## config.mk

```make
export PLATFORM = sky130hd
export DESIGN_NAME = cap_unit
export DESIGN_NICKNAME = d
export VERILOG_FILES = /design/src/rtl/cap_pkg.sv /design/src/rtl/cap_sync_edge.sv /design/src/rtl/cap_presc.sv /design/src/rtl/cap_unit.sv
export SDC_FILE = /design/constraint.sdc
export NUM_CORES = 1
export LEC_CHECK = 0
export BUFFER_PORTS_ARGS = -buffer_cell sky130_fd_sc_hd__buf_2
export CAP_MARGIN = 25
export CORE_MARGIN = 2
export CORE_UTILIZATION = 30
export CTS_CLUSTER_DIAMETER = 200
export DETAILED_ROUTE_END_ITERATION = 6
export GPL_TIMING_DRIVEN = 1
export PLACE_DENSITY = 0.55
export SYNTH_ARGS = -nofsm -noshare
export SYNTH_HDL_FRONTEND = slang
export SYNTH_SLANG_ARGS = --single-unit
```

## constraint.sdc

```tcl
create_clock -name clk_i -period 3.4 [get_ports clk_i]
set_input_delay 0.68 -clock clk_i [delete_from_list [all_inputs] [get_ports clk_i]]
set_output_delay 0.68 -clock clk_i [all_outputs]
set_load 0.005 [all_outputs]
```

## src/rtl/cap_pkg.sv

```systemverilog
package cap_pkg;
  localparam int MODE_W = 4;

  typedef enum logic [MODE_W-1:0] {
    MODE_OFF   = 4'b0000,
    MODE_FALL  = 4'b0100,
    MODE_RISE  = 4'b0101,
    MODE_DIV_L = 4'b0110,
    MODE_DIV_H = 4'b0111
  } cap_mode_e;

  function automatic logic is_cap_mode(input logic [MODE_W-1:0] m);
    return m[3:2] == 2'b01;
  endfunction

  function automatic logic is_div_mode(input logic [MODE_W-1:0] m);
    return m[3:1] == 3'b011;
  endfunction
endpackage

```

## src/rtl/cap_sync_edge.sv

```systemverilog
module cap_sync_edge (
  input  logic clk_i,
  input  logic rst_ni,
  input  logic pin_i,
  output logic rise_o,
  output logic fall_o
);
  logic s1_q, s2_q, s3_q;

  always_ff @(posedge clk_i or negedge rst_ni) begin
    if (!rst_ni) begin
      s1_q <= 1'b0;
      s2_q <= 1'b0;
      s3_q <= 1'b0;
    end else begin
      s1_q <= pin_i;
      s2_q <= s1_q;
      s3_q <= s2_q;
    end
  end

  assign rise_o = s2_q & ~s3_q;
  assign fall_o = ~s2_q & s3_q;


  edge_excl_chk: assert property (@(posedge clk_i) disable iff (!rst_ni)
    !(rise_o && fall_o));
endmodule

```

## src/rtl/cap_presc.sv

```systemverilog
module cap_presc #(
  parameter int DIV_LO = 4,
  parameter int DIV_HI = 16,
  localparam int CNT_W = $clog2(DIV_HI)
) (
  input  logic clk_i,
  input  logic rst_ni,
  input  logic en_i,
  input  logic div_i,
  input  logic hi_i,
  input  logic rise_i,
  output logic evt_o
);
  logic [CNT_W-1:0] cnt_q;
  logic [CNT_W-1:0] lim_m1;

  assign lim_m1 = hi_i ? CNT_W'(DIV_HI - 1) : CNT_W'(DIV_LO - 1);
  // count kept across a divide switch: >= lets a stale count fire at once
  assign evt_o  = en_i && div_i && rise_i && (cnt_q >= lim_m1);

  always_ff @(posedge clk_i or negedge rst_ni) begin
    if (!rst_ni)                  cnt_q <= '0;
    else if (!en_i)               cnt_q <= '0;
    else if (div_i && rise_i)     cnt_q <= evt_o ? '0 : cnt_q + 1'b1;
  end


  cnt_clear_chk: assert property (@(posedge clk_i) disable iff (!rst_ni)
    !en_i |=> cnt_q == '0);

  evt_on_rise_chk: assert property (@(posedge clk_i) disable iff (!rst_ni)
    evt_o |-> rise_i);
endmodule

```

## src/rtl/cap_unit.sv

```systemverilog
module cap_unit
  import cap_pkg::*;
#(
  parameter int TW     = 16,
  parameter int DIV_LO = 4,
  parameter int DIV_HI = 16
) (
  input  logic              clk_i,
  input  logic              rst_ni,
  input  logic              cap_pin_i,
  input  logic [TW-1:0]     tmr_a_i,
  input  logic [TW-1:0]     tmr_b_i,
  input  logic              tmr_sel_i,
  input  logic              mode_we_i,
  input  logic [MODE_W-1:0] mode_wdata_i,
  input  logic              flag_clr_i,
  output logic [TW-1:0]     cap_val_o,
  output logic              flag_o
);
  logic [MODE_W-1:0] mode_q;
  logic [TW-1:0]     cap_q, tmr_mux;
  logic              flag_q, rise, fall, div_evt, cap_en, cap_evt;

  always_ff @(posedge clk_i or negedge rst_ni) begin
    if (!rst_ni)        mode_q <= MODE_OFF;
    else if (mode_we_i) mode_q <= mode_wdata_i;
  end

  cap_sync_edge u_sync (
    .clk_i (clk_i),
    .rst_ni(rst_ni),
    .pin_i (cap_pin_i),
    .rise_o(rise),
    .fall_o(fall)
  );

  assign cap_en = is_cap_mode(mode_q);

  cap_presc #(.DIV_LO(DIV_LO), .DIV_HI(DIV_HI)) u_presc (
    .clk_i (clk_i),
    .rst_ni(rst_ni),
    .en_i  (cap_en),
    .div_i (is_div_mode(mode_q)),
    .hi_i  (mode_q[0]),
    .rise_i(rise),
    .evt_o (div_evt)
  );

  always_comb begin
    unique case (mode_q)
      MODE_FALL:  cap_evt = fall;
      MODE_RISE:  cap_evt = rise;
      MODE_DIV_L,
      MODE_DIV_H: cap_evt = div_evt;
      default:    cap_evt = 1'b0;
    endcase
  end

  assign tmr_mux = tmr_sel_i ? tmr_b_i : tmr_a_i;

  always_ff @(posedge clk_i or negedge rst_ni) begin
    if (!rst_ni) begin
      cap_q  <= '0;
      flag_q <= 1'b0;
    end else begin
      if (cap_evt) cap_q <= tmr_mux;
      // capture beats clear
      if (cap_evt)         flag_q <= 1'b1;
      else if (flag_clr_i) flag_q <= 1'b0;
    end
  end

  assign cap_val_o = cap_q;
  assign flag_o    = flag_q;


  flag_set_chk: assert property (@(posedge clk_i) disable iff (!rst_ni)
    cap_evt |=> flag_o);

  flag_hold_chk: assert property (@(posedge clk_i) disable iff (!rst_ni)
    flag_o && !flag_clr_i |=> flag_o);

  cap_value_chk: assert property (@(posedge clk_i) disable iff (!rst_ni)
    cap_evt |=> cap_val_o == $past(tmr_mux));

  off_stable_chk: assert property (@(posedge clk_i) disable iff (!rst_ni)
    !cap_en |=> $stable(cap_val_o));
endmodule

```

==> out/summary.txt, run 1 <==
layout cells sized above 1 - 0.575
share of async-settable or async-resettable flops after synthesis - 1.00
die footprint - 5150 µm²
CP Max Fanout - 11
top-count cell post-synth - dfrtp_1
# diodes - 0
Sw Pwr - 234 µW
Layout area overhead - 29.3%
Yosys cell types - 28
crit share post-route - 0.680
dpl cell area - 1710 µm²
Final Util - 0.406
antenna viol nets, final - 0
Post-Syn Area per Cell - 13.6 µm²
CTS tree - built
worst hold path class - reg -> reg
ys flop type - dfrtp_1
largest net degree at the start of global routing - 29
maximum vdd drop - 238 µV
placer's final routability congestion estimate - 0.871
core area - 4380 µm²
cell area after layout - 1780 µm²
pre-CTS WS - 1.09 ns
crit path time final - 2.31 ns
Via density - 4.75
Slew Limit Headroom - 0.589
Syn Std Cell Area - 1380 µm²
routed len/inst - 13.4 µm
GRT Resource Usage Total - 0.120
total clock sinks - 28
CTS buffer count - 3
P_int - 732 µW
Root Buffer - clkbuf_8
CP startpoint kind - flip-flop
Clock power frac - 0.267
DIE WIDTH - 71.7 µm
synth warn - 0
first-pass GRT wire length - 4970 µm
TNS Setup - 0 ns
io pins - 59
Sw Share - 0.243
critical path endpoint category - flip-flop
DP HPWL - 2210 µm
Port Buffers - 58
sequential power share - 0.479
FF+latch count, synth - 28
Synth area leaders - dfrtp_1 (51%), mux2_2 (16%), mux2_4 (9.8%), mux2_1 (5.7%), ha_1 (2.7%)
post-synthesis cell count - 101
crit path kind - reg -> reg
register area share after synthesis - 0.509
EDFF count, synth - 0
Worst Hold Slack - 0.369 ns
FMAX - 432 MHz
H-tree depth - 1
worst skew pair latency - 0.27 ns
DRC - 0
Slew Limit Fails - 0
post-CTS sizing - 0
syn_nets - 146
Vias - 1007
worst setup slack after layout - 1.09 ns
first drt pass iteration count - 4
fin nets - 206
Reg clk slew, reported paths - 0.09 ns
number of global-route vias before repair - 1158
# hold bufs at CTS - 0
row cnt - 24
total gr overflow - 0
Hold Fails Final Rpt - 0
synth cell count leaders - dfrtp_1 (28), mux2_2 (19), mux2_4 (9)
total setup buffers inserted after CTS - 0
RSZ-0062 raised after global routing - false
Comb power frac - 0.255
pwr dens - 543 nW/µm²
Final setup viols - 0
initial drt markers - 11
Req. time, crit path - 3.56 ns
Worst Tran Pin Value - 0.616 ns
dpl cells - 208
cell taking the most area after synthesis - dfrtp_1
Non-Filler Instances - 212
die height - 71.7 µm
Pleak - 0.874 nW
WP data arrival - 2.47 ns
Power Total - 966 µW
top-area cell type share of the netlist area - 0.509
max cap viols - 0
clk_skew - 0.00522 ns
initial antenna violation count - 0
Max clock buf depth - 2
starting density of the core - 0.314
status - finished, final reports clean
final WL - 2830 µm
cells in the final DEF (no fill, tap or decap):
cell type	count
ha_1	3
nand2b_1	1
mux2_4	9
and2_1	1
nand4b_1	1
o21ai_0	2
mux2_2	19
nand2_1	3
inv_1	3
nand3b_1	2
clkbuf_8	3
nor2_1	1
mux2_1	7
a21o_1	1
o32a_1	1
o21ai_1	1
a21oi_1	4
dfrtp_1	28
a211oi_1	1
o31ai_1	1
nand3_1	3
buf_4	1
bufinv_16	1
or2_0	1
nor2b_1	1
a21oi_2	1
nor3_1	1
a22oi_1	1
buf_2	58
final timing paths:
kind / slack [ns] / startpoint / to / cells past startpoint
min in group asynchronous: 0.41 / rst_ni / u_presc.cnt_q[3] / 1
worst min-delay path: 0.37 / u_sync.s1_q / u_sync.s2_q / 0
worst max-delay path: 1.09 / mode_q[0] / cap_val_o[6] / 7
max in group asynchronous: 2.58 / rst_ni / cap_val_o[0] / 1
worst max register to register: 1.09 / mode_q[0] / cap_val_o[6] / 7
worst min register to register: 0.37 / u_sync.s1_q / u_sync.s2_q / 0
logic make-up after synthesis:
kind of cell,Yosys count,share of synthesized area
adders and majority gates,3,0.0273
and+or+nand+nor,15,0.0609
buffers and inverters,7,0.0309
DFF,28,0.509
AOI/OAI and AO/OA,13,0.0609
muxes,35,0.311
sequential cells by signal, summed over array words and instances, names as in the netlist:
name,count
flag_o,1
u_presc.cnt_q,4
cap_val_o,16
u_sync.s2_q,1
u_sync.s3_q,1
u_sync.s1_q,1
mode_q,4
metal layers:
layer  share of wire  track usage  vias up
li1                -            -      482
met1            0.43        0.144      484
met2            0.50        0.210       37
met3           0.059       0.0267        4
met4           0.012       0.0461        0
met5               0            0        -
power by group through the flow:
stage | clock [mW] | combinational, mW | sequential, mW
5_1_grt | 0.284 | 0.271 | 0.474
3_5_place_dp | 0 | 0.254 | 0.465
3_3_place_gp | 0 | 0.243 | 0.468
6_report | 0.258 | 0.246 | 0.462
4_1_cts | 0.270 | 0.252 | 0.463
2_1_floorplan | 0 | 0.120 | 0.470
cell type report:
class	instances	area, µm²
clock buffers	3	41.3
clock inverters	1	30.0
fillers	419	2610
inverters	3	11.3
multi-input cells	66	633
flip-flops and latches	28	701
well taps	52	65.1
repair buffers	59	298
worst max-delay path, stage by stage (launching register included):
cell,delay (ns)
dfrtp_1,0.41
inv_1,0.09
ha_1,0.23
a21o_1,0.17
a21oi_2,0.26
o32a_1,0.41
buf_4,0.29
mux2_1,0.34
Note: power is estimated with default switching activity, not from simulation.
==> run 2: changes to the inputs <==
clock period = 2.13 ns   (was 3.4 ns; I/O delays follow)
==> run 2 against run 1 <==
Net effect: cell count up 0.94%; clock skew about the same; final area about the same; first-iteration DRC count rose to 3.4 times the previous value; count of clock-buffer cells in the layout up 1; sequential share of layout area about the same; utilization about the same; worst setup slack worse by 0.89 ns; largest power group unchanged.
==> out/summary.txt, run 2 (synthesized netlist as in run 1, its figures left out) <==
initial antenna violation count - 0 (unchanged)
post-CTS sizing - 0 (unchanged)
Worst Hold Slack - 0.149 ns (-0.219 ns)
Final Util - 0.406 (about the same)
CP startpoint kind - flip-flop
max cap viols - 0 (unchanged)
routed len/inst - 13.5 µm (+1.4%)
first drt pass iteration count - 4 (unchanged)
most common cell after layout, fill and taps aside - buf_2
total clock sinks - 28 (unchanged)
final WL - 2900 µm (+2.3%)
Pleak - 0.875 nW (+0.16%)
Via density - 4.80 (+1.0%)
pwr dens - 814 nW/µm² (+50%)
core area - 4380 µm² (unchanged)
crit path kind - reg -> reg
commonest non-fill, non-tap cells in the layout - buf_2 (58), dfrtp_1 (28), mux2_2 (19)
cell area after layout - 1780 µm² (about the same)
largest net degree at the start of global routing - 29 (unchanged)
starting density of the core - 0.314 (unchanged)
fin nets - 208 (+0.97%)
H-tree depth - 1 (unchanged)
FMAX - 517 MHz (+20%)
CTS buffer count - 3 (unchanged)
dpl cell area - 1720 µm² (+0.88%)
Reg clk slew, reported paths - 0.09 ns (about the same)
crit path time final - 1.93 ns (-0.379 ns)
RSZ-0062 raised after global routing - false
crit share post-route - 0.908 (+0.228)
GRT Resource Usage Total - 0.118 (-0.00196)
Hold Fails Final Rpt - 0 (unchanged)
DP HPWL - 2310 µm (+4.6%)
WP data arrival - 2.09 ns (-0.38 ns)
Port Buffers - 58 (unchanged)
Fillers - 424 (+1.2%)
number of global-route vias before repair - 1076 (-7.1%)
DRC - 0 (unchanged)
Slew Limit Headroom - 0.601 (+0.0119)
status - finished, final reports clean
Layout area overhead - 29.2% (about the same)
antenna viol nets, final - 0 (unchanged)
worst skew pair latency - 0.27 ns (about the same)
TNS Setup - 0 ns (unchanged)
CTS tree - built
maximum vdd drop - 300 µV (+26%)
multi-input logic area - 633 µm² (unchanged)
total gr overflow - 0 (unchanged)
DIE WIDTH - 71.7 µm (unchanged)
clk_skew - 0.00562 ns (+0.000406 ns)
row cnt - 24 (unchanged)
Req. time, crit path - 2.29 ns (-1.27 ns)
Root Buffer - clkbuf_8
CP Max Fanout - 11 (unchanged)
Slew Limit Fails - 0 (unchanged)
Worst Tran Pin Value - 0.598 ns (-0.0178 ns)
critical path endpoint category - flip-flop
Reg area - 701 µm² (unchanged)
Vias - 1027 (+2.0%)
Max clock buf depth - 2 (unchanged)
total setup buffers inserted after CTS - 0 (unchanged)
initial drt markers - 37 (+26)
die height - 71.7 µm (unchanged)
io pins - 59 (unchanged)
first-pass GRT wire length - 4840 µm (-2.5%)
# hold bufs at CTS - 0 (unchanged)
worst hold path class - in -> async
max reg flops - 16 (unchanged)
die footprint - 5150 µm² (unchanged)
# diodes - 0 (unchanged)
placer's final routability congestion estimate - 0.795 (-8.7%)
layout cells sized above 1 - 0.580 (+0.00525)
Final setup viols - 0 (unchanged)
==> run 2: changes by cell type in the layout (fill, tap and decap cells not counted), sizes merged <==
cell,before,now
bufinv,1,0
clkbuf,3,4
buf,59,61
==> run 2: area by class of cell <==
class / count / area share
clock buffer: 4 / 0.0310
inverter: 3 / 0.00633
multi-input combinational: 66 / 0.356
sequential: 28 / 0.394
tap: 52 / 0.0366
timing repair buffer: 61 / 0.176
==> run 2: power breakdown <==
part	internal [mW]	total [mW]	switching, mW
Combinational	0.254	0.391	0.137
Sequential	0.664	0.737	0.0735
Clock	0.165	0.319	0.154
==> run 2: through the flow <==
stage / power [mW] / cells / setup WS (ns)
CTS: 1.47 / 214 / 0.181
floorplan: 0.941 / 101 / 0.192
detailed placement: 1.15 / 210 / 0.199
global placement: 1.13 / 210 / 0.280
global route: 1.54 / 214 / 0.0902
finish: 1.45 / 214 / 0.196
==> run 2: per-layer routing <==
metal / share of wire / track usage
met1: 0.42 / 0.140
met2: 0.51 / 0.211
met3: 0.063 / 0.0323
met4: 0.0041 / 0.0314
met5: 0 / 0
==> run 2: worst paths after layout <==
| kind | start | to | slack, ns | depth (start not counted) |
|---|---|---|---|---|
| worst max register to register | mode_q[0] | cap_val_o[6] | 0.20 | 7 |
| min in group clk_i | cap_pin_i | u_sync.s1_q | 0.26 | 1 |
| worst min-delay path | rst_ni | u_presc.cnt_q[3] | 0.15 | 1 |
| max in group asynchronous | rst_ni | cap_val_o[6] | 1.58 | 1 |
| worst min register to register | u_sync.s1_q | u_sync.s2_q | 0.36 | 0 |
| worst max-delay path | mode_q[0] | cap_val_o[6] | 0.20 | 7 |
==> run 2: critical path: stages (launching register included) <==
cell,delay (ns)
dfrtp_1,0.39
inv_1,0.08
ha_1,0.28
a21o_1,0.17
a21oi_2,0.15
o32a_1,0.18
buf_4,0.23
mux2_1,0.34
